### src/rtl/asram_pkg.sv
package asram_pkg;

    typedef enum logic [2:0] {
        ST_IDLE   = 3'd0,
        ST_WSETUP = 3'd1,
        ST_WPULSE = 3'd2,
        ST_WEND   = 3'd3,
        ST_RACC   = 3'd4
    } asram_st_e;

    // cycles needed to cover ns at period per, at least one
    function automatic int cyc(input int ns, input int per);
        int c;
        c = (ns + per - 1) / per;
        return (c < 1) ? 1 : c;
    endfunction

    function automatic int imax(input int a, input int b);
        return (a > b) ? a : b;
    endfunction

    // access / cycle time equals the grade number
    function automatic int t_acc(input int g);
        return g;
    endfunction

    function automatic int t_oe_acc(input int g);
        if (g <= 45)      return 20;
        else if (g <= 55) return 25;
        else              return 35;
    endfunction

    function automatic int t_oe_hiz(input int g);
        if (g <= 45)      return 15;
        else if (g <= 55) return 20;
        else              return 25;
    endfunction

    function automatic int t_we_pulse(input int g);
        if (g <= 45)      return 35;
        else if (g <= 55) return 40;
        else              return 50;
    endfunction

    function automatic int t_data_setup(input int g);
        if (g <= 45)      return 20;
        else if (g <= 55) return 25;
        else              return 30;
    endfunction

    function automatic int t_sel_to_end(input int g);
        if (g <= 45)      return 35;
        else if (g <= 55) return 45;
        else              return 60;
    endfunction

endpackage

### src/rtl/asram_cnt.sv
module asram_cnt #(
    parameter int CW = 4
) (
    input  logic          clk,
    input  logic          rst_n,
    input  logic          load,
    input  logic [CW-1:0] load_val,
    output logic          last
);

    logic [CW-1:0] cnt_d, cnt_q;

    always_comb begin
        cnt_d = cnt_q;
        if (load)
            cnt_d = load_val;
        else if (cnt_q != '0)
            cnt_d = cnt_q - 1'b1;
    end

    always_ff @(posedge clk or negedge rst_n) begin
        if (!rst_n) cnt_q <= '0;
        else        cnt_q <= cnt_d;
    end

    assign last = (cnt_q == '0);

endmodule

### src/rtl/asram_seq.sv
module asram_seq
    import asram_pkg::*;
#(
    parameter int AW     = 18,
    parameter int CW     = 4,
    parameter int N_TURN = 4,
    parameter int N_PWE  = 9,
    parameter int N_ACC  = 12
) (
    input  logic          clk,
    input  logic          rst_n,
    input  logic          req_valid,
    input  logic          req_write,
    input  logic [AW-1:0] req_addr,
    input  logic          cnt_last,
    output logic          cnt_load,
    output logic [CW-1:0] cnt_val,
    output logic          ready,
    output logic          accept,
    output logic          capture,
    output logic [AW-1:0] mem_addr,
    output logic          mem_sel_n,
    output logic          mem_sel_p,
    output logic          mem_oe_n,
    output logic          mem_we_n,
    output logic          mem_dq_oe
);

    typedef struct packed {
        asram_st_e     st;
        logic [AW-1:0] addr;
        logic          sel_n;
        logic          sel_p;
        logic          oe_n;
        logic          we_n;
        logic          dq_oe;
    } seq_s;

    localparam seq_s SEQ_RST = '{
        st: ST_IDLE, addr: '0, sel_n: 1'b1, sel_p: 1'b0,
        oe_n: 1'b1, we_n: 1'b1, dq_oe: 1'b0
    };

    seq_s seq_d, seq_q;

    always_comb begin
        seq_d    = seq_q;
        cnt_load = 1'b0;
        cnt_val  = '0;
        capture  = 1'b0;
        accept   = (seq_q.st == ST_IDLE) && req_valid;

        unique case (seq_q.st)
            ST_IDLE: begin
                if (req_valid) begin
                    seq_d.addr = req_addr;
                    cnt_load   = 1'b1;
                    if (req_write) begin
                        seq_d.st = ST_WSETUP;
                        cnt_val  = CW'(N_TURN - 1);
                    end else begin
                        seq_d.st = ST_RACC;
                        cnt_val  = CW'(N_ACC - 1);
                    end
                end
            end
            ST_WSETUP: begin
                if (cnt_last) begin
                    seq_d.st = ST_WPULSE;
                    cnt_load = 1'b1;
                    cnt_val  = CW'(N_PWE - 1);
                end
            end
            ST_WPULSE: begin
                if (cnt_last) seq_d.st = ST_WEND;
            end
            ST_WEND: begin
                seq_d.st = ST_IDLE;
            end
            ST_RACC: begin
                if (cnt_last) begin
                    capture  = 1'b1;
                    seq_d.st = ST_IDLE;
                end
            end
            default: seq_d.st = ST_IDLE;
        endcase

        // pins follow the state being entered, so they are registered
        seq_d.sel_n = (seq_d.st == ST_IDLE);
        seq_d.sel_p = (seq_d.st != ST_IDLE);
        seq_d.oe_n  = (seq_d.st != ST_RACC);
        seq_d.we_n  = (seq_d.st != ST_WPULSE);
        seq_d.dq_oe = (seq_d.st == ST_WPULSE) || (seq_d.st == ST_WEND);
    end

    always_ff @(posedge clk or negedge rst_n) begin
        if (!rst_n) seq_q <= SEQ_RST;
        else        seq_q <= seq_d;
    end

    assign ready     = (seq_q.st == ST_IDLE);
    assign mem_addr  = seq_q.addr;
    assign mem_sel_n = seq_q.sel_n;
    assign mem_sel_p = seq_q.sel_p;
    assign mem_oe_n  = seq_q.oe_n;
    assign mem_we_n  = seq_q.we_n;
    assign mem_dq_oe = seq_q.dq_oe;

endmodule

### src/rtl/asram_dq.sv
module asram_dq #(
    parameter int DW = 8
) (
    input  logic          clk,
    input  logic          rst_n,
    input  logic          accept,
    input  logic [DW-1:0] req_wdata,
    input  logic          capture,
    input  logic [DW-1:0] mem_dq_in,
    output logic [DW-1:0] mem_dq_out,
    output logic [DW-1:0] rd_data,
    output logic          rd_valid
);

    typedef struct packed {
        logic [DW-1:0] wdata;
        logic [DW-1:0] rdata;
        logic          rvalid;
    } dq_s;

    dq_s dq_d, dq_q;

    always_comb begin
        dq_d        = dq_q;
        dq_d.rvalid = capture;
        if (accept)  dq_d.wdata = req_wdata;
        if (capture) dq_d.rdata = mem_dq_in;
    end

    always_ff @(posedge clk or negedge rst_n) begin
        if (!rst_n) dq_q <= '0;
        else        dq_q <= dq_d;
    end

    assign mem_dq_out = dq_q.wdata;
    assign rd_data    = dq_q.rdata;
    assign rd_valid   = dq_q.rvalid;

endmodule

### src/rtl/asram_ctrl.sv
module asram_ctrl
    import asram_pkg::*;
#(
    parameter int ADDR_W        = 18,
    parameter int DATA_W        = 8,
    parameter int CLK_PERIOD_NS = 4,
    parameter int SPEED_NS      = 45
) (
    input  logic              clk,
    input  logic              rst_n,
    input  logic              req_valid,
    input  logic              req_write,
    input  logic [ADDR_W-1:0] req_addr,
    input  logic [DATA_W-1:0] req_wdata,
    output logic              ready,
    output logic [DATA_W-1:0] rd_data,
    output logic              rd_valid,
    output logic [ADDR_W-1:0] mem_addr,
    output logic              mem_sel_n,
    output logic              mem_sel_p,
    output logic              mem_oe_n,
    output logic              mem_we_n,
    input  logic [DATA_W-1:0] mem_dq_in,
    output logic [DATA_W-1:0] mem_dq_out,
    output logic              mem_dq_oe
);

    localparam int P      = CLK_PERIOD_NS;
    localparam int N_TURN = cyc(t_oe_hiz(SPEED_NS), P);
    localparam int N_PWE  = imax(imax(cyc(t_we_pulse(SPEED_NS), P),
                                      cyc(t_data_setup(SPEED_NS), P)),
                                 imax(cyc(t_acc(SPEED_NS), P) - N_TURN - 1,
                                      cyc(t_sel_to_end(SPEED_NS), P) - N_TURN));
    localparam int N_ACC  = imax(cyc(t_acc(SPEED_NS), P),
                                 cyc(t_oe_acc(SPEED_NS), P));
    localparam int N_MAX  = imax(imax(N_TURN, N_PWE), N_ACC);
    localparam int CW     = $clog2(N_MAX + 1);

    logic          cnt_load;
    logic [CW-1:0] cnt_val;
    logic          cnt_last;
    logic          accept;
    logic          capture;

    asram_cnt #(.CW(CW)) cnt_i (
        .clk      (clk),
        .rst_n    (rst_n),
        .load     (cnt_load),
        .load_val (cnt_val),
        .last     (cnt_last)
    );

    asram_seq #(
        .AW     (ADDR_W),
        .CW     (CW),
        .N_TURN (N_TURN),
        .N_PWE  (N_PWE),
        .N_ACC  (N_ACC)
    ) seq_i (
        .clk       (clk),
        .rst_n     (rst_n),
        .req_valid (req_valid),
        .req_write (req_write),
        .req_addr  (req_addr),
        .cnt_last  (cnt_last),
        .cnt_load  (cnt_load),
        .cnt_val   (cnt_val),
        .ready     (ready),
        .accept    (accept),
        .capture   (capture),
        .mem_addr  (mem_addr),
        .mem_sel_n (mem_sel_n),
        .mem_sel_p (mem_sel_p),
        .mem_oe_n  (mem_oe_n),
        .mem_we_n  (mem_we_n),
        .mem_dq_oe (mem_dq_oe)
    );

    asram_dq #(.DW(DATA_W)) dq_i (
        .clk        (clk),
        .rst_n      (rst_n),
        .accept     (accept),
        .req_wdata  (req_wdata),
        .capture    (capture),
        .mem_dq_in  (mem_dq_in),
        .mem_dq_out (mem_dq_out),
        .rd_data    (rd_data),
        .rd_valid   (rd_valid)
    );

endmodule

### config.mk
export PLATFORM = sky130hd
export DESIGN_NAME = asram_ctrl
export DESIGN_NICKNAME = d
export VERILOG_FILES = /design/src/rtl/asram_pkg.sv /design/src/rtl/asram_cnt.sv /design/src/rtl/asram_seq.sv /design/src/rtl/asram_dq.sv /design/src/rtl/asram_ctrl.sv
export SDC_FILE = /design/constraint.sdc
export NUM_CORES = 1
export LEC_CHECK = 0
export ABC_AREA = 1
export BUFFER_PORTS_ARGS = -buffer_cell sky130_fd_sc_hd__clkbuf_2
export CORE_ASPECT_RATIO = 1.25
export CORE_MARGIN = 3
export CORE_UTILIZATION = 41
export DETAILED_ROUTE_END_ITERATION = 10
export PLACE_DENSITY = 0.69
export REMOVE_ABC_BUFFERS = 1
export SYNTH_ARGS = -nofsm -noshare
export SYNTH_HDL_FRONTEND = slang
export SYNTH_SLANG_ARGS = --single-unit
export TNS_END_PERCENT = 10
### constraint.sdc
create_clock -name clk -period 3.3 [get_ports clk]
set_input_delay 0.825 -clock clk [delete_from_list [all_inputs] [get_ports clk]]
set_output_delay 0.825 -clock clk [all_outputs]
set_load 0.01 [all_outputs]
==> results of run 1 <==
==> state kept, by name, summed over array words and instances, names as in the netlist <==
name             cells
seq_i.mem_sel_n      1
cnt_i.cnt_q          4
seq_i.mem_sel_p      1
seq_i.seq_q          3
seq_i.mem_addr      18
dq_i.mem_dq_out      8
seq_i.mem_dq_oe      1
dq_i.rd_valid        1
seq_i.mem_oe_n       1
dq_i.rd_data         8
seq_i.mem_we_n       1
==> Yosys cell counts, drive strengths merged <==
| master | count | area share (%) |
|---|---|---|
| nand2 | 115 | 21 |
| buf | 23 | 8.7 |
| a21oi | 2 | 0.49 |
| nand4 | 3 | 0.92 |
| ha | 1 | 0.61 |
| inv | 12 | 2.3 |
| clkinv | 1 | 0.43 |
| nor3 | 3 | 0.98 |
| dfrtp | 44 | 54 |
| nand3 | 8 | 2.8 |
| o211ai | 2 | 0.73 |
| nor2 | 8 | 2.2 |
| o21ai | 3 | 0.92 |
| dfstp | 3 | 3.9 |
==> logic make-up after synthesis <==
logic type / after synthesis / share of synthesized area, %
AND/OR/NAND/NOR: 137 / 28.1
adder cells (fa/ha/maj): 1 / 0.611
AO/OA/AOI/OAI: 7 / 2.14
flip-flops: 47 / 57.6
buffers and inverters: 36 / 11.5
==> power by group <==
part           leakage (nW)  switching, mW  total, mW  internal, mW
clock                0.0513          0.175      0.397         0.222
combinational         0.795          0.562      0.918         0.356
sequential            0.570          0.155       1.00         0.850
total                  1.42          0.892       2.32          1.43
==> worst max path at each step <==
| stage | from | endpoint | slack, ns | cells after the start |
|---|---|---|---|---|
| after floorplan | seq_i.seq_q[23] | ready | 1.72 | 3 |
| after global placement | req_valid | cnt_i.cnt_q[3] | 1.39 | 5 |
| after detailed placement | req_valid | cnt_i.cnt_q[3] | 1.34 | 5 |
| after CTS | seq_i.seq_q[23] | ready | 1.25 | 4 |
| after global routing | seq_i.seq_q[23] | ready | 1.17 | 4 |
| final | seq_i.seq_q[23] | ready | 1.25 | 4 |
==> cell type report <==
type,count,area [µm²]
clock buffers,6,72.6
clock inverters,1,30.0
fillers,472,2310
inverters,13,56.3
multi-input cells,145,632
flip-flops and latches,47,1180
well taps,60,75.1
repair buffers,80,405
==> worst reg2reg max path: stages (launching register included) <==
cell,delay (ns)
dfrtp_1,0.45
nor2_4,0.21
nand3_4,0.32
inv_4,0.36
nor3_1,0.08
a21oi_1,0.14
==> per-layer routing <==
layer | GRT usage (%) | routed length [µm] | up-vias
li1 | - | - | 808
met1 | 18.5 | 1770 | 712
met2 | 23.0 | 1890 | 59
met3 | 4.27 | 309 | 5
met4 | 4.26 | 50 | 0
met5 | 0 | 0 | -
==> impl_results.md, run 1 <==
* # nets final at 331
* RePlAce Congestion at 0.723
* Worst hold stages at 2
* Final Hold Fails at 0
* Total power at 2.32 mW
* DR iter-0 viols at 61
* Total Neg Setup Slack at 0 ns
* P_leak at 1.42 nW
* Grt total ovfl at 0
* Die Span Y at 85 µm
* Pre-CTS WS at around 1.3 ns
* CP arrival at 1.22 ns
* Peak supply drop at 0.417 mV
* Syn_area_per_cell at between 8 and 9 µm²
* Clock sinks at 47
* Largest net degree at the start of global routing at 35
* Final cell area excluding filler cells at 2450 µm²
* Non-Filler Instances at 352
* Vias per cell at 4.50
* Sequential area share after synthesis at 57.6%
* Total die area at between 5000 and 6000 µm²
* WS Path Type: flip-flop to primary output
* CP max FO at 5
* Hold worst-path end: seq_i.mem_addr[5]
* I/O Buffers at 78
* R2R Path Start: seq_i.seq_q[23]
* Synthesis Warnings at 0
* Hold slack at slightly below 0.5 ns
* Hold_sp: seq_i.mem_addr[5]
* Fin Clk Skew at 0.00724 ns
* Synth cell types at 24
* Num rows at 28
* Pwr Density at about 950 nW/µm²
* Clock slew at reported path FFs at 0.08 ns
* CTS Buffer Depth at 2
* P&R area growth vs syn at 19.7%
* Post-CTS Setup Bufs at 0
* Core Util, Final at 51.4%
* TritonCTS clock tree: done
* Post-Syn Area at 2050 µm²
* Outcome: finished clean
* Num ports at 79
* Slowest stage delay, CP at 0.45 ns
* Yosys reg bits at 47
* H-tree depth at 2
* Clock period minus worst slack at 2.05 ns
* Max-Cap Viols at 0
* Initial antenna violation count at 0
* Worst setup SP type: flip-flop
* Pre-antenna DRT Iters at 4
* Setup ws final at 1.25 ns
* Max Fclk at 0.488 GHz
* Num CTS Buffers at 5
* Die width at 69.2 µm
* Worst skew pair latency at 0.29 ns
* Most frequent cells in the layout: nand2_1 (114), clkbuf_2 (78), dfrtp_1 (44), inv_1 (9)
* Detail Placement HPWL at 2.92 mm
* Slew @ Worst Pin at 0.839 ns
* Reg2Reg Depth at 5
* Post-Place Cell Area at around 2300 µm²
* Worst slew margin relative to its limit at 44.0%
* Wire per inst at 11.4 µm
* RR Endpoint: cnt_i.cnt_q[3]
* Crit end category: primary output
* Post-CTS Resized at 0
* Initial Utilization at approximately 43%
* Leading cell type in the layout, fill and taps excluded: nand2_1
* Post-DRT Antenna Nets at 0
* Core area at roughly 4800 µm²
* Drt total wl at between 4 and 5 mm
* Placed insts at 345
* Slowest cell on crit path: dfrtp_1
* Critical Path RT at 2.47 ns
* Cells after Synth at 228
* Gr usage total at 14.2%
* Worst path cell trace: nor2_4 > nand2_1 > inv_1 > clkbuf_2
* Residual DRC at 0
* DR vias at 1584
* # diodes at 0
* Worst min-delay path class: flip-flop to flip-flop
* RSZ-0062 raised after global routing: no
* R2r setup slk at 1.66 ns
* Hold-fix buffers, CTS at 0
* Buf/Inv on CP at 2
* Vias in the first global route at 1513
* Root Buffer: clkbuf_8
* Final Max Tran Viols at 0
* Share of cells above drive strength 1 at 34.2%
* Final clock period utilization by the worst path at 62.1%
* Delay-heaviest family, CP: flip-flops
* Setup violators final at 0
* Global-route wire length before repair at 6.80 mm
No activity file was read; power rests on OpenSTA's default activity.
==> inputs of run 2 (changes only) <==
==> constraint.sdc (replaced) <==
create_clock -name clk -period 2.1 [get_ports clk]
set_input_delay 0.525 -clock clk [delete_from_list [all_inputs] [get_ports clk]]
set_output_delay 0.525 -clock clk [all_outputs]
set_load 0.01 [all_outputs]
==> run 2 against run 1 <==
- critical path depth stayed put
- final area is 1.7% higher
- first-iteration DRC count is 43% higher
- count of clock-buffer cells in the layout stayed put
- core utilization is 0.89 points higher
- clock skew is 0.00068 ns lower
- power is 63% higher
- final cell count is 0.28% higher
- highest routed layer unchanged
==> impl_results.md, run 2 (synthesized netlist as in run 1, its figures left out) <==
* Worst setup SP type: flip-flop
* R2R Path Start: cnt_i.cnt_q[0]
* Drt total wl at between 3 and 4 mm
* Max-Cap Viols at 0
* Num rows at 28
* # nets final at ~330
* Non-Filler Instances at 353
* Clock sinks at 47
* Initial antenna violation count at 0
* TritonCTS clock tree: done
* RSZ-0062 raised after global routing: no
* Crit end category: primary output
* Final Max Tran Viols at 0
* Origin of the worst setup path: seq_i.seq_q[23]
* RePlAce Congestion at 0.791
* Share of cells above drive strength 1 at 34.5%
* Total die area at 5880 µm²
* Critical Path RT at 1.57 ns
* Clock period minus worst slack at approximately 1.7 ns
* Vias in the first global route at about 1600
* Residual DRC at 0
* P&R area growth vs syn at 21.8%
* Hold-fix buffers, CTS at 0
* Worst path cell trace: nor2_4 > nand2_1 > inv_1 > clkbuf_2
* Total Neg Setup Slack at 0 ns
* Placed insts at 345
* Fin Clk Skew at 0.00657 ns
* Post-CTS Resized at 0
* Vias per cell at 4.48
* Detail Placement HPWL at 2.90 mm
* Root Buffer: clkbuf_8
* Peak supply drop at 0.733 mV
* Outcome: finished clean
* Gr usage total at 14.4%
* Pwr Density at ~1500 nW/µm²
* Most frequent cells in the layout: nand2_1 (114), clkbuf_2 (78), dfrtp_1 (44), inv_1 (9)
* Setup violators final at 0
* Num CTS Buffers at 5
* WS Path Type: flip-flop to primary output
* Wire per inst at 11.1 µm
* Largest register FFs at 18
* Final Hold Fails at 0
* Post-CTS Setup Bufs at 0
* DR iter-0 viols at a little under 90
* Slowest cell on crit path: dfrtp_1
* Num ports at about 80
* DR vias at 1583
* Die Span Y at 85 µm
* Die width at 69.2 µm
* Worst skew pair latency at 0.29 ns
* Gr busiest metal: met2
* Slowest stage delay, CP at between 0.4 and 0.5 ns
* P_leak at roughly 1.4 nW
* M2 GR Usage at 22.9%
* Clock slew at reported path FFs at 0.09 ns
* Final clock period utilization by the worst path at 82.9%
* # diodes at 0
* Setup ws final at 0.360 ns
* Worst slew margin relative to its limit at 68.8%
* GR Util met3 at approximately 4.3%
* Met1 Track Usage GR at 19.2%
* Grt total ovfl at 0
* CP arrival at 1.21 ns
* Core area at approximately 4800 µm²
* Pre-CTS WS at 0.621 ns
* Buf/Inv on CP at 2
* Delay-heaviest family, CP: flip-flops
* I/O Buffers at 78
* Max Fclk at 0.575 GHz
* Pre-antenna DRT Iters at 4
* Hold slack at 0.167 ns
* Slew @ Worst Pin at 0.468 ns
* Fill cells at roughly 470
* CTS Buffer Depth at 2
* Global-route wire length before repair at 7.00 mm
* Total power at between 3 and 4 mW
* Leading cell type in the layout, fill and taps excluded: nand2_1
* CP max FO at 5
* H-tree depth at 2
* Largest net degree at the start of global routing at 31
* Sequential Area at 1180 µm²
* Area occupied by multi-input gates at 632 µm²
* Initial Utilization at 43.0%
* Post-DRT Antenna Nets at 0
* Worst min-delay path class: primary input to async pin
[run 2: path summary, 6_finish.rpt]
| path | endpoint | slack [ns] | cells after the start |
|---|---|---|---|
| hold reg to reg | seq_i.mem_addr[13] | 0.48 | 2 |
| min in group clk | dq_i.mem_dq_out[0] | 0.42 | 3 |
| setup reg to reg | dq_i.rd_data[6] | 0.62 | 8 |
| setup / recovery | ready | 0.36 | 4 |
| hold / removal | dq_i.mem_dq_out[3] | 0.17 | 1 |
| max in group asynchronous | seq_i.mem_sel_n | 1.36 | 2 |
[run 2: metal layers]
layer | up-vias | share of wire [%] | wire [µm]
met5 | - | 0 | 0
met1 | 710 | 44 | 1730
met4 | 0 | 1.2 | 46
met3 | 5 | 7.9 | 307
li1 | 810 | - | -
met2 | 58 | 47 | 1820
[run 2: layout make-up]
type                            count  share of cell area [%]
Multi-Input combinational cell    145                    25.3
Sequential cell                    47                    47.3
Tap cell                           60                    3.01
Inverter                           13                    2.26
Clock inverter                      2                    2.41
Clock buffer                        6                    2.91
Timing Repair Buffer               80                    16.8
[run 2: stage by stage]
stage | util, % | instance area (µm²)
2_1_floorplan | - | 1870
3_3_place_gp | 49.6 | 2360
3_5_place_dp | 49.6 | 2360
4_1_cts | 52.3 | 2490
5_1_grt | 52.3 | 2490
6_report | 52.3 | 2490
[run 2: where the power goes]
part / switching (mW) / internal, mW / total, mW
Clock: 0.289 / 0.476 / 0.765
Sequential: 0.240 / 1.33 / 1.57
Combinational: 0.883 / 0.569 / 1.45
